**src/rtl/lcz_pkg.sv**
```systemverilog
package lcz_pkg;

  typedef enum logic [1:0] {
    LCZ_OP_CMPGE = 2'b00,
    LCZ_OP_CLEAR = 2'b01,
    LCZ_OP_KEEP  = 2'b10,
    LCZ_OP_NONE  = 2'b11
  } lcz_op_e;

endpackage

```
**src/rtl/lcz_operand_sel.sv**
```systemverilog
// Chooses the effective B operand: register value or zero-extended literal.
module lcz_operand_sel #(
  parameter int DATA_W = 64,
  parameter int LIT_W  = 8
) (
  input  logic [DATA_W-1:0] b_reg,
  input  logic [LIT_W-1:0]  lit,
  input  logic              use_lit,
  output logic [DATA_W-1:0] b_eff
);
  localparam int PAD_W = DATA_W - LIT_W;

  logic [DATA_W-1:0] lit_ext;

  generate
    if (PAD_W > 0) begin : g_pad
      assign lit_ext = {{PAD_W{1'b0}}, lit};
    end else begin : g_nopad
      assign lit_ext = lit[DATA_W-1:0];
    end
  endgenerate

  always_comb begin
    b_eff = use_lit ? lit_ext : b_reg;
  end
endmodule

```
**src/rtl/lcz_lane_cmp.sv**
```systemverilog
// Unsigned greater-or-equal per lane; one mask bit per lane.
module lcz_lane_cmp #(
  parameter int LANES  = 8,
  parameter int LANE_W = 8
) (
  input  logic [LANES*LANE_W-1:0] a,
  input  logic [LANES*LANE_W-1:0] b,
  output logic [LANES-1:0]        ge_mask
);
  generate
    for (genvar k = 0; k < LANES; k++) begin : g_lane
      logic [LANE_W-1:0] a_lane;
      logic [LANE_W-1:0] b_lane;
      logic [LANE_W:0]   diff;
      assign a_lane = a[k*LANE_W +: LANE_W];
      assign b_lane = b[k*LANE_W +: LANE_W];
      // a - b without borrow out means a >= b
      assign diff = {1'b0, a_lane} - {1'b0, b_lane};
      assign ge_mask[k] = ~diff[LANE_W];
    end
  endgenerate
endmodule

```
**src/rtl/lcz_lane_zap.sv**
```systemverilog
// Clears or keeps whole lanes of A under a bit-per-lane select mask.
module lcz_lane_zap #(
  parameter int LANES  = 8,
  parameter int LANE_W = 8
) (
  input  logic [LANES*LANE_W-1:0] a,
  input  logic [LANES-1:0]        sel,
  input  logic                    keep_sel,
  output logic [LANES*LANE_W-1:0] y
);
  logic [LANES-1:0] pass;

  generate
    for (genvar k = 0; k < LANES; k++) begin : g_lane
      // clear mode passes unselected lanes, keep mode passes selected ones
      assign pass[k] = ~(sel[k] ^ keep_sel);
      assign y[k*LANE_W +: LANE_W] = pass[k] ? a[k*LANE_W +: LANE_W]
                                             : {LANE_W{1'b0}};
    end
  endgenerate
endmodule

```
**src/rtl/lcz_out_stage.sv**
```systemverilog
// Single result register with valid/ready on both sides.
module lcz_out_stage #(
  parameter int DATA_W = 64
) (
  input  logic              clk,
  input  logic              rst_n,
  input  logic              up_valid,
  output logic              up_ready,
  input  logic [DATA_W-1:0] up_data,
  output logic              dn_valid,
  input  logic              dn_ready,
  output logic [DATA_W-1:0] dn_data
);
  logic              full_q;
  logic [DATA_W-1:0] data_q;

  assign up_ready = ~full_q | dn_ready;
  assign dn_valid = full_q;
  assign dn_data  = data_q;

  always_ff @(posedge clk) begin
    if (!rst_n) begin
      full_q <= 1'b0;
      data_q <= '0;
    end else if (up_ready) begin
      full_q <= up_valid;
      if (up_valid) begin
        data_q <= up_data;
      end
    end
  end
endmodule

```
**src/rtl/lane_cmp_zap.sv**
```systemverilog
module lane_cmp_zap #(
  parameter int LANES  = 8,
  parameter int LANE_W = 8,
  parameter int LIT_W  = 8
) (
  input  logic                    clk,
  input  logic                    rst_n,
  input  logic                    in_valid,
  output logic                    in_ready,
  input  logic [1:0]              op,
  input  logic [LANES*LANE_W-1:0] a_in,
  input  logic [LANES*LANE_W-1:0] b_in,
  input  logic [LIT_W-1:0]        lit,
  input  logic                    use_lit,
  output logic                    out_valid,
  input  logic                    out_ready,
  output logic [LANES*LANE_W-1:0] res
);
  import lcz_pkg::*;

  localparam int DATA_W  = LANES * LANE_W;
  localparam int UPPER_W = DATA_W - LANES;

  lcz_op_e           op_e;
  logic [DATA_W-1:0] b_eff;
  logic [LANES-1:0]  ge_mask;
  logic [DATA_W-1:0] zap_y;
  logic [DATA_W-1:0] cmp_y;
  logic [DATA_W-1:0] next_res;

  assign op_e = lcz_op_e'(op);

  lcz_operand_sel #(.DATA_W(DATA_W), .LIT_W(LIT_W)) u_opsel (
    .b_reg   (b_in),
    .lit     (lit),
    .use_lit (use_lit),
    .b_eff   (b_eff)
  );

  lcz_lane_cmp #(.LANES(LANES), .LANE_W(LANE_W)) u_cmp (
    .a       (a_in),
    .b       (b_eff),
    .ge_mask (ge_mask)
  );

  lcz_lane_zap #(.LANES(LANES), .LANE_W(LANE_W)) u_zap (
    .a        (a_in),
    .sel      (b_eff[LANES-1:0]),
    .keep_sel (op_e == LCZ_OP_KEEP),
    .y        (zap_y)
  );

  generate
    if (UPPER_W > 0) begin : g_cmp_ext
      assign cmp_y = {{UPPER_W{1'b0}}, ge_mask};
    end else begin : g_cmp_flat
      assign cmp_y = ge_mask[DATA_W-1:0];
    end
  endgenerate

  always_comb begin
    unique case (op_e)
      LCZ_OP_CMPGE: next_res = cmp_y;
      LCZ_OP_CLEAR,
      LCZ_OP_KEEP:  next_res = zap_y;
      default:      next_res = '0;
    endcase
  end

  lcz_out_stage #(.DATA_W(DATA_W)) u_out (
    .clk      (clk),
    .rst_n    (rst_n),
    .up_valid (in_valid),
    .up_ready (in_ready),
    .up_data  (next_res),
    .dn_valid (out_valid),
    .dn_ready (out_ready),
    .dn_data  (res)
  );
endmodule

```
**config.mk**
```make
export PLATFORM = sky130hd
export DESIGN_NAME = lane_cmp_zap
export DESIGN_NICKNAME = d
export VERILOG_FILES = /design/src/rtl/lcz_pkg.sv /design/src/rtl/lcz_operand_sel.sv /design/src/rtl/lcz_lane_cmp.sv /design/src/rtl/lcz_lane_zap.sv /design/src/rtl/lcz_out_stage.sv /design/src/rtl/lane_cmp_zap.sv
export SDC_FILE = /design/constraint.sdc
export NUM_CORES = 1
export LEC_CHECK = 0
export BUFFER_PORTS_ARGS = -buffer_cell sky130_fd_sc_hd__buf_2
export CORE_UTILIZATION = 43
export DETAILED_ROUTE_END_ITERATION = 6
export PLACE_DENSITY = 0.79
export SLEW_MARGIN = 0
export SYNTH_ARGS = -nofsm -noshare
export SYNTH_HDL_FRONTEND = slang
export SYNTH_SLANG_ARGS = --single-unit
export TNS_END_PERCENT = 50
```
**constraint.sdc**
```tcl
create_clock -name clk -period 2 [get_ports clk]
set_clock_uncertainty 0.2 [all_clocks]
set_input_delay 0.1 -clock clk [delete_from_list [all_inputs] [get_ports clk]]
set_output_delay 0.1 -clock clk [all_outputs]
set_load 0.05 [all_outputs]
```
==> flow_summary.json <==
{
  "synth_nets": 650,
  "outcome": "completed",
  "period_needed_ns": 1.80,
  "io_pins": 209,
  "synth_top_family_by_area": "simple AND/OR/NAND/NOR gates",
  "p_total_mw": 3.45,
  "grt_pass1_wl_um": 20700,
  "synthCells": 448,
  "synth_edf_count": 0,
  "synth_ff_type": "dfxtp_1",
  "drv_cap": 0,
  "drive_above_1_share_pct": 36.5,
  "power.share.switching_pct": 31.9,
  "fmax_mhz": 555,
  "timing.final.crit_share_pct": 90.0,
  "cp.required_ns": 2.02,
  "synth-xor-area-share_pct": 3.46,
  "track_usage_pct": 25.6,
  "ys.warnings.count": 0,
  "via_count": 4595,
  "r2r_setup_slack_ns": 0.30,
  "path_cells": "dlygate4sd3_1 > buf_2 > ha_1 > nor4b_1 > o21ai_0 > a32oi_1 > o211ai_2",
  "fin_nets": 924,
  "final_cells": 858,
  "pwr-share-seq_pct": 39.3,
  "initial_core_util_pct": 44.8,
  "synth_seq_cells": 65,
  "synthesis.area_mm2": 0.00442,
  "slowest_delay_ns": 0.54,
  "rsz0062_at_grt": "false",
  "multiInputGateArea_mm2": 0.00293,
  "hold-worst-slack_ns": 0.0297,
  "cts_made_buffers": 9,
  "worstMarginPinSlew_ns": 0.473,
  "dr.pass1.iters": 5,
  "cp_num_buf_inv": 2,
  "setup_viol": 0,
  "pre_cts_ws_ns": -0.0313,
  "dieHeight_um": 103,
  "slowest_stage": "dlygate4sd3_1",
  "die_x_um": 103,
  "max-slew-margin-rel_pct": 68.5,
  "synthAdderAreaFrac_pct": 16.7,
  "antenna_found_initial": 2,
  "grt_pass1_vias": 4548,
  "r2r-start": "u_out.dn_valid",
  "hold_start": "a_in[58]",
  "hold_path_class": "primary input to flop",
  "final_cell_area_mm2": 0.00646,
  "leakagePower_nw": 2.91,
  "reg2reg_to": "u_out.dn_data[23]",
  "slew_violations": 0,
  "routed_wl_um": 13800,
  "cts_resized": 0,
  "yosysUniqueCellTypes": 38,
  "postCtsSetupRepairBufs": 0,
  "grt-ovfl-total": 0,
  "h-tree-depth": 3,
  "rows": 36,
  "intPower_mw": 2.35,
  "synth-simple-area-share_pct": 21.2,
  "combinationalPowerShare_pct": 31.7,
  "mostFrequentLayoutCells": "208 x buf_2, 65 x dlygate4sd3_1, 65 x dfxtp_1, 62 x a32oi_1, 59 x ha_1",
  "cts_tree": "built",
  "pwr-share-clk_pct": 29.0,
  "cp.arrival_ns": 1.82,
  "gp_congestion": 0.878,
  "fill_cells": 771,
  "crit_family": "buffers and inverters",
  "p_per_area_mw_per_mm2": 534,
  "final_common_cell": "buf_2",
  "clockRootBuffer": "clkbuf_8",
  "wl_per_cell_um": 16.1,
  "worst-setup-path-type": "primary input to flop",
  "cts_sinks": 65,
  "ys_async_sr_fraction_pct": 0,
  "avgSynthCellArea_um2": 9.86,
  "start_kind": "primary input",
  "grt_max_degree": 57,
  "drc": 0,
  "syn_to_final_growth_pct": 46.3,
  "rr_worst_depth": 5,
  "power_switching_mw": 1.10,
  "seq_area_mm2": 0.00130,
  "vias_per_cell": 5.36,
  "hold_path_depth": 5,
  "port_buffers": 208,
  "finalHoldViolations": 0,
  "fin_util_pct": 65.5,
  "cp_max_fo": 2,
  "yosysSeqAreaShare_pct": 29.5,
  "cts_buffer_depth": 2,
  "postPlaceCellArea_mm2": 0.00564,
  "synth_mux_area_share_pct": 4.08,
  "hold_end": "u_out.dn_data[58]",
  "fin_ws_ns": 0.199,
  "dp_cells": 779,
  "antenna_left": 0,
  "path_clk_slew_ns": 0.07,
  "drt_iter0_markers": 179,
  "end_kind": "flop",
  "die-area_mm2": 0.0107,
  "placeableCoreArea_mm2": 0.00986,
  "place_hpwl_um": 10100,
  "clock_latency_ns": 0.33,
  "synth_compound_area_share_pct": 21.0,
  "max-vdd-ir-drop_mv": 0.277,
  "fin_setup_tns_ns": 0
}
## worst register-to-register path: stages (launching register included)
cell and delay [ns]:
dfxtp_1 0.31, and2b_4 0.19, nor4b_4 0.26, buf_4 0.33, a32oi_1 0.17, nor2b_1 0.18
## repair_timing
item                                    in CTS  in global routing
hold endpoints to repair                    65                  0
endpoints found under the setup margin       0                  0
hold buffers                                65                  0
## cell families (layout without fill, tap and decap cells)
kind of cell | after synthesis | count (layout)
fa+ha+maj | 59 | 59
xor+xnor | 8 | 8
mux | 8 | 8
simple gates | 148 | 148
compound gates | 122 | 122
buf+inv | 38 | 314
other cells | 0 | 1
flops | 65 | 65
## worst max-delay path by stage
| stage | end | cells after the start | slack [ns] | from |
|---|---|---|---|---|
| 3_5_place_dp | u_out.dn_data[0] | 7 | -0.03 | use_lit |
| 6_report | u_out.dn_data[2] | 7 | 0.20 | a_in[17] |
| 5_1_grt | u_out.dn_data[2] | 7 | 0.11 | a_in[17] |
| 4_1_cts | u_out.dn_data[2] | 7 | 0.24 | a_in[17] |
| 3_3_place_gp | u_out.dn_data[0] | 7 | 0.02 | use_lit |
| 2_1_floorplan | u_out.dn_data[10] | 7 | 0.07 | u_out.dn_valid |
## layout make-up
cell class	count	area share [%]
Multi-Input combinational cell	345	45.4
Clock buffer	13	2.62
Timing Repair Buffer	290	28.6
Inverter	11	0.639
Antenna cell	1	0.0387
Sequential cell	65	20.1
Tap cell	133	2.58
## per-layer routing
metal	routed length, um	vias up	track usage (%)	part of all wire, %
li1	-	2232	-	-
met1	5660	2119	28.2	41
met2	6820	195	45.7	49
met3	859	47	5.44	6.2
met4	493	2	14.3	3.6
met5	16	-	0	0.12
## synthesized netlist by cell type (5+ instances only)
| cell type | count | area, um2 |
|---|---|---|
| mux2i_4 | 8 | 180 |
| xor2_2 | 6 | 97.6 |
| buf_2 | 5 | 25.0 |
| inv_1 | 9 | 33.8 |
| nor4b_1 | 7 | 61.3 |
| ha_1 | 59 | 738 |
| o211ai_1 | 11 | 82.6 |
| a32oi_1 | 62 | 543 |
| and4_1 | 5 | 43.8 |
| nand2_1 | 20 | 75.1 |
| nor2b_1 | 56 | 350 |
| clkbuf_1 | 15 | 56.3 |
| o21ai_0 | 13 | 65.1 |
| nand2b_1 | 49 | 307 |
| a21oi_1 | 23 | 115 |
| buf_4 | 5 | 37.5 |
| dfxtp_1 | 65 | 1300 |
## flip-flops by register name (all words and copies together), names as in the netlist
signal,flops
u_out.dn_data,64
u_out.dn_valid,1
## power groups by stage
stage | clock network, mW | registers, mW | logic (mW)
detailed placement | 0 | 1.39 | 0.984
floorplan | 0 | 1.53 | 0.482
finish | 1.00 | 1.36 | 1.09
global route | 1.09 | 1.36 | 1.19
CTS | 1.03 | 1.36 | 1.09
global placement | 0 | 1.38 | 0.953
(Power assumes the default switching activity.)
